<file path="src/rtl/split_rd_pkg.sv">
package split_rd_pkg;
  typedef enum logic {
    LK_OPEN = 1'b0,
    LK_HELD = 1'b1
  } lock_st_e;
endpackage

</file>
<file path="src/rtl/srl_lock_ctrl.sv">
module srl_lock_ctrl
  import split_rd_pkg::*;
(
  input  logic clk_i,
  input  logic rst_ni,
  input  logic rd_lo_i,
  input  logic rd_hi_i,
  output logic held_o,
  output logic block_o
);
  lock_st_e st_q, st_d;

  always_comb begin
    st_d = st_q;
    if (rd_lo_i)      st_d = LK_HELD;  // low read wins if both strobes coincide
    else if (rd_hi_i) st_d = LK_OPEN;
  end

  always_ff @(posedge clk_i or negedge rst_ni) begin
    if (!rst_ni) st_q <= LK_OPEN;
    else         st_q <= st_d;
  end

  assign held_o  = (st_q == LK_HELD);
  // a low read in the same cycle already shields the pair
  assign block_o = held_o | rd_lo_i;
endmodule

</file>
<file path="src/rtl/srl_result_store.sv">
module srl_result_store #(
  parameter int RES_W  = 10,
  parameter int BYTE_W = 8,
  localparam int HI_W  = RES_W - BYTE_W
) (
  input  logic              clk_i,
  input  logic              rst_ni,
  input  logic              wr_i,
  input  logic [RES_W-1:0]  data_i,
  input  logic              block_i,
  output logic [BYTE_W-1:0] lo_o,
  output logic [HI_W-1:0]   hi_o,
  output logic              drop_o
);
  logic take;
  assign take = wr_i & ~block_i;

  always_ff @(posedge clk_i or negedge rst_ni) begin
    if (!rst_ni) begin
      lo_o   <= '0;
      hi_o   <= '0;
      drop_o <= 1'b0;
    end else begin
      drop_o <= wr_i & block_i;
      if (take) begin
        lo_o <= data_i[BYTE_W-1:0];
        hi_o <= data_i[RES_W-1:BYTE_W];
      end
    end
  end
endmodule

</file>
<file path="src/rtl/srl_irq_flag.sv">
module srl_irq_flag (
  input  logic clk_i,
  input  logic rst_ni,
  input  logic set_i,
  input  logic clr_i,
  output logic irq_o
);
  always_ff @(posedge clk_i or negedge rst_ni) begin
    if (!rst_ni)    irq_o <= 1'b0;
    else if (set_i) irq_o <= 1'b1;
    else if (clr_i) irq_o <= 1'b0;
  end
endmodule

</file>
<file path="src/rtl/srl_read_mux.sv">
module srl_read_mux #(
  parameter int RES_W  = 10,
  parameter int BYTE_W = 8,
  localparam int HI_W  = RES_W - BYTE_W
) (
  input  logic [BYTE_W-1:0] lo_i,
  input  logic [HI_W-1:0]   hi_i,
  input  logic              rd_lo_i,
  input  logic              rd_hi_i,
  output logic [BYTE_W-1:0] data_o
);
  logic [BYTE_W-1:0] hi_ext;

  generate
    if (HI_W < BYTE_W) begin : g_pad
      assign hi_ext = {{(BYTE_W-HI_W){1'b0}}, hi_i};
    end else begin : g_full
      assign hi_ext = hi_i;
    end
  endgenerate

  always_comb begin
    if (rd_lo_i)      data_o = lo_i;
    else if (rd_hi_i) data_o = hi_ext;
    else              data_o = '0;
  end
endmodule

</file>
<file path="src/rtl/split_result_lock.sv">
module split_result_lock #(
  parameter int RES_W  = 10,
  parameter int BYTE_W = 8,
  localparam int HI_W  = RES_W - BYTE_W
) (
  input  logic              clk_i,
  input  logic              rst_ni,
  input  logic              res_wr_i,
  input  logic [RES_W-1:0]  res_data_i,
  input  logic              rd_lo_i,
  input  logic              rd_hi_i,
  input  logic              irq_clr_i,
  output logic [BYTE_W-1:0] rd_data_o,
  output logic              irq_o,
  output logic              drop_o
);
  logic              lock_held;
  logic              lock_block;
  logic [BYTE_W-1:0] lo_q;
  logic [HI_W-1:0]   hi_q;

  srl_lock_ctrl u_lock (
    .clk_i   (clk_i),
    .rst_ni  (rst_ni),
    .rd_lo_i (rd_lo_i),
    .rd_hi_i (rd_hi_i),
    .held_o  (lock_held),
    .block_o (lock_block)
  );

  srl_result_store #(.RES_W(RES_W), .BYTE_W(BYTE_W)) u_store (
    .clk_i   (clk_i),
    .rst_ni  (rst_ni),
    .wr_i    (res_wr_i),
    .data_i  (res_data_i),
    .block_i (lock_block),
    .lo_o    (lo_q),
    .hi_o    (hi_q),
    .drop_o  (drop_o)
  );

  srl_irq_flag u_irq (
    .clk_i  (clk_i),
    .rst_ni (rst_ni),
    .set_i  (res_wr_i),
    .clr_i  (irq_clr_i),
    .irq_o  (irq_o)
  );

  srl_read_mux #(.RES_W(RES_W), .BYTE_W(BYTE_W)) u_mux (
    .lo_i    (lo_q),
    .hi_i    (hi_q),
    .rd_lo_i (rd_lo_i),
    .rd_hi_i (rd_hi_i),
    .data_o  (rd_data_o)
  );
endmodule

</file>
<file path="config.mk">
export PLATFORM = sky130hd
export DESIGN_NAME = split_result_lock
export DESIGN_NICKNAME = d
export VERILOG_FILES = /design/src/rtl/split_rd_pkg.sv /design/src/rtl/srl_lock_ctrl.sv /design/src/rtl/srl_result_store.sv /design/src/rtl/srl_irq_flag.sv /design/src/rtl/srl_read_mux.sv /design/src/rtl/split_result_lock.sv
export SDC_FILE = /design/constraint.sdc
export NUM_CORES = 1
export LEC_CHECK = 0
export BUFFER_PORTS_ARGS = -buffer_cell sky130_fd_sc_hd__buf_4
export CAP_MARGIN = 40
export CORE_MARGIN = 2
export CORE_UTILIZATION = 39
export CTS_BUF_LIST = sky130_fd_sc_hd__clkbuf_16
export DETAILED_ROUTE_END_ITERATION = 10
export GPL_ROUTABILITY_DRIVEN = 0
export PLACE_DENSITY = 0.7
export SETUP_SLACK_MARGIN = 0.1
export SLEW_MARGIN = 20
export SYNTH_ARGS = -nofsm -noshare
export SYNTH_HDL_FRONTEND = slang
export SYNTH_SLANG_ARGS = --single-unit
</file>
<file path="constraint.sdc">
create_clock -name clk_i -period 1.04 [get_ports clk_i]
set_input_delay 0.312 -clock clk_i [delete_from_list [all_inputs] [get_ports clk_i]]
set_output_delay 0.312 -clock clk_i [all_outputs]
set_load 0.005 [all_outputs]
</file>
Yosys cells after proc, flatten, opt, wreduce, memory -nomap -nowiden
Index checks and enable logic that the tools add are counted.
{ "word_totals": {"regBits": 13, "input_bits": 16, "output_inout_bits": 10, "word_cells": 17} }
{ "op_classes": {"n_mux": 6, "reduce_logical": 2, "n_bitwise": 4} }
{ "ops": {"columns": ["cell", "count"], "rows": [
  ["2-to-1 mux 8 bit", 1],
  ["2-to-1 mux 1 bit", 4],
  ["nonzero test 2 bit", 2],
  ["AND 1 bit", 2],
  ["2-to-1 mux 2 bit", 1],
  ["inverter 1 bit", 1],
  ["OR 1 bit", 1]
]} }

Logic depth before layout (Yosys ltp)
Gate-level depths: netlist of run 1.
{ "logic_depth": {"ltp_word": 3, "ltp_mapped": 3} }

Modules after synthesis
From an unflattened synthesis of run 1, not the netlist that was laid out.
{ "unflattened": {"hier_cells": 43, "area_unflattened_um2": 609.3} }
{ "modules_own_cells": {"columns": ["mod", "area_each_um2", "instances", "cells_each"], "rows": [
  ["srl_result_store", 466.7, 1, 24],
  ["srl_read_mux", 62.6, 1, 12],
  ["srl_lock_ctrl", 43.8, 1, 4],
  ["srl_irq_flag", 36.3, 1, 3]
]} }

Worst setup path before layout of run 1
Ideal clock, no wire load.
{ "synth_timing": {"kind": "register to register", "from": "register u_lock.st_q, in the netlist u_lock.held_o", "to": "register u_store.hi_o[0]", "t_arrival_ns": 1.022, "setup_ns": 0.125, "required_time_ns": 0.915, "period_less_slack_ns": 1.147, "stages_incl_launch_ff": 4, "setup_slack_ns": -0.107, "cell_sequence": "dfrtp_1 > nor3b_2 > buf_6 > mux2_2"} }
{ "synth_via": {"elab_chain_len": 3} }
{ "synth_lines": {"columns": ["item", "line_no", "text"], "rows": [
  ["from (decl)", "srl_lock_ctrl.sv:11", "lock_st_e st_q, st_d;"],
  ["from (signal assigned)", "srl_lock_ctrl.sv:21", "else st_q <= st_d;"],
  ["OR 1 bit", "srl_lock_ctrl.sv:26", "assign block_o = held_o | rd_lo_i;"],
  ["inverter 1 bit", "srl_result_store.sv:16", "assign take = wr_i & ~block_i;"],
  ["AND 1 bit", "srl_result_store.sv:16", null],
  ["to (signal assigned)", "srl_result_store.sv:27", "hi_o <= data_i[RES_W-1:BYTE_W];"],
  ["to (decl)", "srl_result_store.sv:12", "output logic [HI_W-1:0] hi_o,"]
]} }
No other way between the ends.
A chain may end at the register's enable or synchronous reset.

Worst setup path after layout of run 1
{ "layout_timing": {"from": "register u_lock.st_q, in the netlist u_lock.held_o", "to": "register u_store.lo_o[0]"} }
{ "layout_via": {"elab_chain_len": 3} }
{ "layout_lines": {"columns": ["item", "line_no", "text"], "rows": [
  ["OR 1 bit", "srl_lock_ctrl.sv:26", null],
  ["inverter 1 bit", "srl_result_store.sv:16", null],
  ["AND 1 bit", "srl_result_store.sv:16", null],
  ["to (signal assigned)", "srl_result_store.sv:26", "lo_o <= data_i[BYTE_W-1:0];"],
  ["to (decl)", "srl_result_store.sv:11", "output logic [BYTE_W-1:0] lo_o,"]
]} }
No other way between the ends.

==> results of run 1 <==
Yosys cell counts, drive strengths merged:
cell type / count / area, µm²
o21ai: 2 / 10.01
nand2: 4 / 15.01
mux2: 10 / 112.6
inv: 2 / 7.510
dfrtp: 13 / 325.3
and2: 6 / 37.54
nor3b: 1 / 12.51
o21a: 1 / 7.510
a21o: 2 / 16.27
clkbuf: 1 / 3.750
buf: 1 / 11.26
worst max-delay path: cells and delay by family, from the launching register on:
kind | cells | cell delay [ns]
DFF | 1 | 0.39
buffers and inverters | 1 | 0.19
and+or+nand+nor | 1 | 0.22
muxes | 1 | 0.31
state kept, by name (all words and copies together), names as in the netlist:
signal          cells
u_store.hi_o        2
u_store.drop_o      1
u_store.lo_o        8
u_lock.held_o       1
u_irq.irq_o         1
kinds of logic (layout without fill, tap and decap cells):
kind of cell | after synthesis | after routing | share of synthesized area
multiplexers | 10 | 10 | 0.2013
AO/OA/AOI/OAI | 5 | 5 | 0.06042
AND/OR/NAND/NOR | 11 | 11 | 0.1163
flip-flops | 13 | 13 | 0.5817
buffers and inverters | 4 | 46 | 0.04027
worst paths after layout:
kind / depth (start not counted) / end
worst max-delay path: 3 / u_store.lo_o[0]
worst min-delay path: 2 / u_irq.irq_o
worst max register to register: 3 / u_store.lo_o[0]
worst min register to register: 1 / u_irq.irq_o
max in group asynchronous: 2 / u_store.drop_o
min in group asynchronous: 2 / u_store.hi_o[0]
power by group through the flow:
stage          combinational, mW  clock (mW)  sequential, mW
4_1_cts                    0.417       0.719           0.654
3_3_place_gp               0.293           0           0.651
3_5_place_dp               0.296           0           0.656
2_1_floorplan              0.146           0           0.643
6_report                   0.510       0.700           0.659
5_1_grt                    0.550       0.744           0.668
cells in the final DEF, fill, tap and decap left out, drive strengths merged:
cell type / count
inv: 3
dlygate4sd3: 1
clkbuf: 3
buf: 39
mux2: 10
nor3b: 1
dfrtp: 13
nand2: 4
a21o: 2
o21ai: 2
and2: 6
o21a: 1
cell type report:
class | instances | area, µm²
Timing Repair Buffer | 40 | 329.1
Clock buffer | 3 | 75.07
Fill cell | 77 | 301.5
Tap cell | 15 | 18.77
Sequential cell | 13 | 325.3
Inverter | 2 | 7.507
Multi-Input combinational cell | 26 | 256.5
Clock inverter | 1 | 3.754
per-layer routing:
metal	wire, µm	GRT usage	up-vias
li1	-	-	224
met1	564	0.1906	233
met2	689	0.2375	13
met3	65	0.06522	2
met4	12	0.05806	0
met5	0	0	-
metrics by stage:
step	power [mW]	TNS, ns
floorplan	0.7889	-1.068
global placement	0.9437	-3.340
detailed placement	0.9521	-3.609
CTS	1.790	-3.212
global route	1.962	-3.647
finish	1.869	-2.926
timing repair:
item,in CTS,in global routing
buffers inserted,4,6
gates cloned,0,0
hold endpoints to repair,13,0
hold buffers,1,0
gates resized for setup,15,6
setup endpoints to repair,20,20
pin swaps,8,2
==> summary.txt, run 1 <==
Pwr
  • NetSw: 0.3831 mW
  • Reg power frac: 0.353
  • PD cells: approximately 1800 nW/µm²
  • Sw Share: 0.2050
  • Clk pwr share: 0.375
  • Leak: 0.5254 nW
  • Comb pwr share: 0.273
  • Worst vdd ir: 1.114 mV
  • Internal: 1.485 mW

Clocking
  • CTS Root Cell: clkbuf_16
  • Clock Path Buffers: 2
  • Clock-pin slew on the worst setup and hold paths: 0.04 ns
  • Clk sinks: 13
  • Clk_lat worst skew: 0.24 ns
  • Clock tree from TritonCTS: built
  • Total CTS buffers: 3
  • H-tree levels: 1

Timing
  • Final setup vio count: 19
  • Final clock skew: roughly 0.00057 ns
  • Final Cycle Share: 1.186
  • Final Critical Period: 1.234 ns
  • Min Hold Slack: 0.2716 ns
  • Fmax: slightly above 800 MHz
  • RSZ-0062 raised after global routing: yes
  • Slew margin rel.: 0.8653
  • Final Hold Viols: 0
  • Fin worst setup slack: -0.1935 ns
  • Fin. max-slew vios: 0
  • Worst-margin pin slew: 0.2011 ns

Setup path
  • Worst R2R Setup Slack: -0.19 ns
  • Worst Setup SP: u_lock.held_o
  • Critical Path Start Type: flop
  • Max FO, Critical Path: 8
  • Worst path slowest cell: dfrtp_1
  • Worst reg2reg startpoint: u_lock.held_o
  • Worst EP arrival: 1.35 ns
  • Slowest stage delay, CP: about 0.39 ns
  • Worst Setup Path Type: flop to flop
  • Cell Chain, Critical Path: nor3b_2 -> buf_6 -> mux2_4
  • Endpoint type of the worst setup path: flop
  • Worst Path Required: around 1.2 ns

Drt
  • Post-Route WL: 1332 µm
  • Via Count: 472
  • Vias per cell: 4.720
  • Antenna viol nets, final: 0
  • DRT iter0 DRCs: 2
  • WL/cell: 13.32 µm
  • Number of remaining DRC errors: 0
  • DRT Pass-1 Iters: 4

Yosys
  • Synth cell types: 12
  • Mapped cell area: about 560 µm²
  • #FFs+latches synth: 13
  • Syn_nets: 59
  • Warnings from Yosys: 0
  • Avg Synthesized Cell Area: 13.01 µm²
  • Sequential element share of the synthesized area: 0.5817
  • Syn Inst Count: 43

Placed design
  • Placed cell areas: 780.7 µm²
  • Port Buffers: 25
  • Dpl cells: 85
  • Pre-CTS WS: -0.2794 ns
  • Post-DP HPWL: 794 µm

Die
  • # rows: 13
  • Die area: around 1800 µm²
  • Die Y: about 42 µm
  • Die X: 41.87 µm
  • Num ports: 26
  • Core area: 1318 µm²
  • Initial Utilization: 0.4245

Run status
  • Violated checks: negative setup slack
  • Status: finished with violations

GRT
  • Initial antenna violation count: 0
  • Vias in the first global route: 455
  • First-pass GRT wire length: 2001 µm
  • Largest net degree at the start of global routing: 14
  • GRT Overall Usage: 0.1541
  • Total gr overflow: 0

Cells and area
  • Share of post-route cells with drive strength above 1: 0.6706
  • Final Util: 0.7711
  • Ant diodes: 0
  • Non-Filler Instances: 100
  • Final instance area: 1016 µm²
  • Area grow syn2layout: 81.65%
  • Post-layout nets: about 100

Hold path
  • Worst min-delay path class: input port to flop
  • Hold path start: res_wr_i

Run
  • Maxcap violations: 0
(Power assumes the default switching activity.)
==> run 2, diff against run 1 <==
Settings changed: PLACE_DENSITY 0.7 to 0.74.
==> summary.txt, run 2 (same netlist as run 1, synthesis figures left out) <==
Run status
  • Status: finished with violations
  • Violated checks: negative setup slack

Clocking
  • H-tree levels: 1
  • Clock Path Buffers: 2
  • CTS Root Cell: clkbuf_16
  • Clk_lat worst skew: 0.24 ns
  • Total CTS buffers: 3
  • Clock tree from TritonCTS: built
  • Clk sinks: 13
  • Clock-pin slew on the worst setup and hold paths: 0.05 ns

Die
  • Core area: 1318 µm²
  • Die X: 41.87 µm
  • # rows: 13
  • Die area: 1753 µm²
  • Initial Utilization: 0.4245
  • Die Y: 41.87 µm
  • Num ports: 26

Drt
  • WL/cell: 12.34 µm
  • DRT Pass-1 Iters: 2
  • DRT iter0 DRCs: 3
  • Antenna viol nets, final: 0
  • Vias per cell: ~4.6
  • Post-Route WL: 1160 µm
  • Number of remaining DRC errors: 0
  • Via Count: 437

Hold path
  • Worst min-delay path class: input port to flop

Timing
  • Fin worst setup slack: -0.1744 ns
  • Fin. max-slew vios: 0
  • Worst-margin pin slew: 0.1669 ns
  • Final setup vio count: 19
  • Final Cycle Share: 1.168
  • RSZ-0062 raised after global routing: yes
  • Fmax: between 800 and 900 MHz
  • Final clock skew: 0.006140 ns
  • Slew margin rel.: 0.8887
  • Final Hold Viols: 0
  • Final Critical Period: approximately 1.2 ns

Cells and area
  • Final instance area: 955.9 µm²
  • Most flop-heavy register: u_store.lo_o
  • Multi-input gate area: 240.2 µm²
  • Share of post-route cells with drive strength above 1: 0.6709
  • Final Util: 0.7255
  • Area grow syn2layout: 70.92%
  • Ant diodes: 0
  • Max reg flops: 8
  • Fill cells: 95
  • Post-layout nets: 96
  • Most frequent cells in the layout: 26 x buf_4, 13 x dfrtp_1, 7 x buf_6
  • Top Registers: u_store.lo_o x8, u_store.hi_o x2
  • Most common cell after layout, fill and taps aside: buf_4
  • Storage element area: 325.3 µm²

GRT
  • Initial antenna violation count: 0
  • Total gr overflow: 0
  • GRT Overall Usage: 0.1513
  • First-pass GRT wire length: between 1500 and 2000 µm
  • Largest net degree at the start of global routing: 14
  • Vias in the first global route: 452

Placed design
  • Port Buffers: 25
  • Post-DP HPWL: 815.1 µm
  • Placed cell areas: 788.3 µm²

Setup path
  • Worst Path Required: approximately 1.2 ns
  • Worst Setup Path Type: flop to flop
  • Max FO, Critical Path: 6
  • Worst path slowest cell: dfrtp_1
  • Endpoint type of the worst setup path: flop
  • Slowest stage delay, CP: 0.39 ns
  • Buffer and inverter count on the worst path: 1
  • Worst EP arrival: ~1.3 ns
  • Crit path max-delay family: flip-flops
  • Critical Path Start Type: flop
  • Cell Chain, Critical Path: nor3b_2 -> buf_4 -> mux2_2

Pwr
  • PD cells: 1849 nW/µm²
  • Worst vdd ir: 1.249 mV
  • Leak: 0.4807 nW

Run
  • Maxcap violations: 0
run 2: changes by cell type in the layout (fill, tap and decap cells not counted), sizes merged:
cell	change
inv	-1
clkinv	+1
buf	-6
run 2: repair_timing:
| action | CTS | global route |
|---|---|---|
| endpoints found under the hold margin | 13 | 0 |
| setup buffers | 1 | 2 |
| endpoints found under the setup margin | 20 | 20 |
| pin swaps | 6 | 0 |
| hold buffers | 1 | 0 |
| gates cloned | 0 | 0 |
| gates resized for setup | 8 | 9 |
run 2: worst paths after layout:
path / to / cells after the start / startpoint / slack (ns)
max in group asynchronous: u_store.lo_o[1] / 2 / rst_ni / 0.43
min in group asynchronous: u_store.lo_o[0] / 2 / rst_ni / 0.45
worst max register to register: u_store.lo_o[2] / 3 / u_lock.held_o / -0.17
worst min-delay path: u_store.hi_o[0] / 2 / res_data_i[8] / 0.30
worst min register to register: u_store.lo_o[6] / 1 / u_store.lo_o[6] / 0.50
worst max-delay path: u_store.lo_o[2] / 3 / u_lock.held_o / -0.17
run 2: layout make-up:
cell class	instances	area share
Inverter	2	0.007853
Multi-Input combinational cell	26	0.2513
Timing Repair Buffer	34	0.2971
Sequential cell	13	0.3403
Clock buffer	3	0.07853
Clock inverter	1	0.005236
Tap cell	15	0.01963
run 2: power by group:
part,internal [mW],switching (mW)
Clock,0.511,0.206
Combinational,0.287,0.109
Sequential,0.604,0.0505
run 2: routing by layer:
layer | up-vias | track usage | routed length (µm)
met5 | - | 0 | 0
met2 | 15 | 0.2344 | 586
met4 | 0 | 0.07742 | 14
li1 | 214 | - | -
met3 | 2 | 0.05217 | 75
met1 | 206 | 0.1851 | 484
run 2: metrics by stage:
step | setup TNS, ns | total power [mW] | hold WS, ns | setup WS (ns) | cells
after CTS | -2.821 | 1.731 | 0.2984 | -0.1815 | 92
after global routing | -3.463 | 1.863 | 0.3021 | -0.2333 | 94
after global placement | -3.097 | 0.9452 | 0.1636 | -0.2086 | 86
after detailed placement | -3.252 | 0.9584 | 0.1643 | -0.2285 | 86
final | -2.628 | 1.768 | 0.2995 | -0.1744 | 94
after floorplan | -1.068 | 0.7889 | 0.01641 | -0.1068 | 43
==> run 3, diff against run 2 <==
Settings changed: CORE_UTILIZATION 39 to 40, PLACE_DENSITY 0.74 to 0.75, SYNTH_HIERARCHICAL set to 1.
==> summary.txt, run 3 <==
Run status
  • Status: finished with violations
  • Violated checks: negative setup slack

Cells and area
  • Most common cell after layout, fill and taps aside: buf_4
  • Max reg flops: 8
  • Post-layout nets: 106
  • Fill cells: 110
  • Most frequent cells in the layout: 35 x buf_4, 13 x dfrtp_1, 10 x mux2_4
  • Most flop-heavy register: u_store/lo_o
  • Ant diodes: 0
  • Share of post-route cells with drive strength above 1: 0.6966
  • Storage element area: 325.3 µm²
  • Area grow syn2layout: 73.72%
  • Top Registers: u_store/lo_o x8, u_store/hi_o x2
  • Multi-input gate area: ~270 µm²
  • Final instance area: 1059 µm²

Placed design
  • Placed cell areas: 832.0 µm²
  • Pre-CTS WS: -0.3763 ns
  • Port Buffers: 25

GRT
  • First-pass GRT wire length: 2270 µm
  • Largest net degree at the start of global routing: 14
  • GRT Overall Usage: 0.1795
  • Initial antenna violation count: 0
  • Total gr overflow: 0
  • Vias in the first global route: a little over 500

Yosys
  • Synth top cells by count: 13 x dfrtp_1, 10 x mux2_4, 6 x and2_1
  • Syn_nets: 59
  • Post-synth top area share: 0.5339
  • Syn Inst Count: 43
  • Mapped cell area: 609.3 µm²
  • Synth area leader: dfrtp_1
  • Most common cell in the netlist: dfrtp_1
  • Sequential element share of the synthesized area: 0.5339
  • Post-synth EDFFs: 0
  • Avg Synthesized Cell Area: ~14 µm²
  • #FFs+latches synth: 13
  • Synth area leaders: dfrtp_1 53%, mux2_4 25%, and2_1 6.2%
  • Warnings from Yosys: 6
  • Ys flop type: dfrtp_1
  • Async S/R FF share, synth: 1.000
  • Synth cell types: 12

Clocking
  • CTS Root Cell: clkbuf_16
  • Clock tree from TritonCTS: built
  • Clk_lat worst skew: 0.24 ns
  • H-tree levels: 1
  • Clock Path Buffers: 2
  • Clock-pin slew on the worst setup and hold paths: 0.04 ns
  • Clk sinks: 13
  • Total CTS buffers: 3

Drt
  • Number of remaining DRC errors: 0
  • WL/cell: 14.57 µm
  • Vias per cell: 4.600
  • DRT Pass-1 Iters: 4
  • DRT iter0 DRCs: 1
  • Via Count: 483
  • Antenna viol nets, final: 0
  • Post-Route WL: 1530 µm

Die
  • Die Y: approximately 43 µm
  • # rows: 14
  • Initial Utilization: 0.4141
  • Num ports: 26
  • Die area: 1852 µm²
  • Die X: 43.03 µm
  • Core area: between 1000 and 1500 µm²

Setup path
  • Worst R2R End: u_store/lo_o[3]
  • Worst Setup Path Type: flop to flop
  • Critical Path Start Type: flop
  • Max FO, Critical Path: 8
  • Worst Setup SP: u_lock/held_o
  • Endpoint type of the worst setup path: flop
  • Worst Path Required: 1.16 ns
  • Worst EP arrival: 1.46 ns
  • Worst reg2reg startpoint: u_lock/held_o
  • Worst R2R Setup Slack: -0.30 ns
  • Worst reg-to-reg path cell count: 4

Timing
  • Slew margin rel.: 0.8864
  • Final Hold Viols: 0
  • Fin worst setup slack: -0.2989 ns
  • Worst-margin pin slew: 0.1704 ns
  • Final Critical Period: 1.339 ns
  • Final Cycle Share: 1.287
  • Final setup vio count: 19
  • Fin. max-slew vios: 0
  • RSZ-0062 raised after global routing: yes
  • Final clock skew: 0.0008741 ns
  • Fmax: 746.9 MHz

Run
  • Maxcap violations: 0

Hold path
  • Hold path start: res_wr_i
  • Worst Hold End: u_irq/irq_o
  • Hold path depth: 2
  • Worst min-delay path class: input port to flop

Pwr
  • Leak: approximately 0.55 nW
  • PD cells: 1827 nW/µm²
  • Worst vdd ir: around 1.3 mV
-- run 3: metal layers --
metal	part of all wire	vias to the layer above	wire (µm)	track usage
met4	0.012	0	19	0.1273
met3	0.039	2	59	0.02553
met5	0	-	0	0
li1	-	234	-	-
met2	0.60	16	916	0.3303
met1	0.35	231	534	0.1806
-- run 3: cell type report --
| class | count | area share |
|---|---|---|
| multi-input combinational | 27 | 0.2518 |
| clock buffer | 3 | 0.07092 |
| tap | 16 | 0.01891 |
| clock inverter | 1 | 0.003546 |
| sequential | 13 | 0.3073 |
| timing repair buffer | 43 | 0.3404 |
| inverter | 2 | 0.007092 |
-- run 3: timing repair --
item	CTS	global route
hold endpoints to repair	13	0
gates cloned	0	0
setup buffers	7	7
pin swaps	6	2
resized for setup	8	4
hold buffers	1	0
setup endpoints to repair	20	21
-- run 3: worst max-delay path by stage --
stage | end | slack, ns | depth (start not counted)
2_1_floorplan | u_store/hi_o[0] | -0.24 | 4
3_3_place_gp | u_store/lo_o[7] | -0.35 | 5
3_5_place_dp | u_store/lo_o[3] | -0.38 | 5
4_1_cts | u_store/lo_o[3] | -0.30 | 4
5_1_grt | u_store/lo_o[3] | -0.34 | 4
6_report | u_store/lo_o[3] | -0.30 | 4
-- run 3: cell families (layout without fill, tap and decap cells) --
group,after synthesis,count (layout),synth area share
mux,10,10,0.2464
flops,13,13,0.5339
simple gates,13,13,0.1314
compound gates,4,4,0.04313
buf+inv,3,49,0.04518
-- run 3: worst max-delay path, cell delays in order (launching register included) --
cell and delay (ns):
dfrtp_1 0.38, or2_4 0.25, nor2b_4 0.15, buf_12 0.14, mux2_4 0.30
-- run 3: report_power, final --
part | leakage, nW | internal (mW) | total, mW | switching (mW)
clock | 0.0423 | 0.505 | 0.702 | 0.197
sequential | 0.152 | 0.604 | 0.659 | 0.0550
combinational | 0.356 | 0.417 | 0.573 | 0.155
-- run 3: stage by stage --
step                  util  TNS, ns  cells  hold slack [ns]  total power [mW]
global placement    0.5655   -4.490     86           0.1614             1.003
CTS                 0.6752   -4.004     98           0.2832             1.845
floorplan                -   -2.352     43          0.01641            0.8424
global route        0.7194   -4.760    105           0.2856             2.023
finish              0.7194   -4.073    105           0.2807             1.934
detailed placement  0.5655   -4.666     86           0.1634             1.024
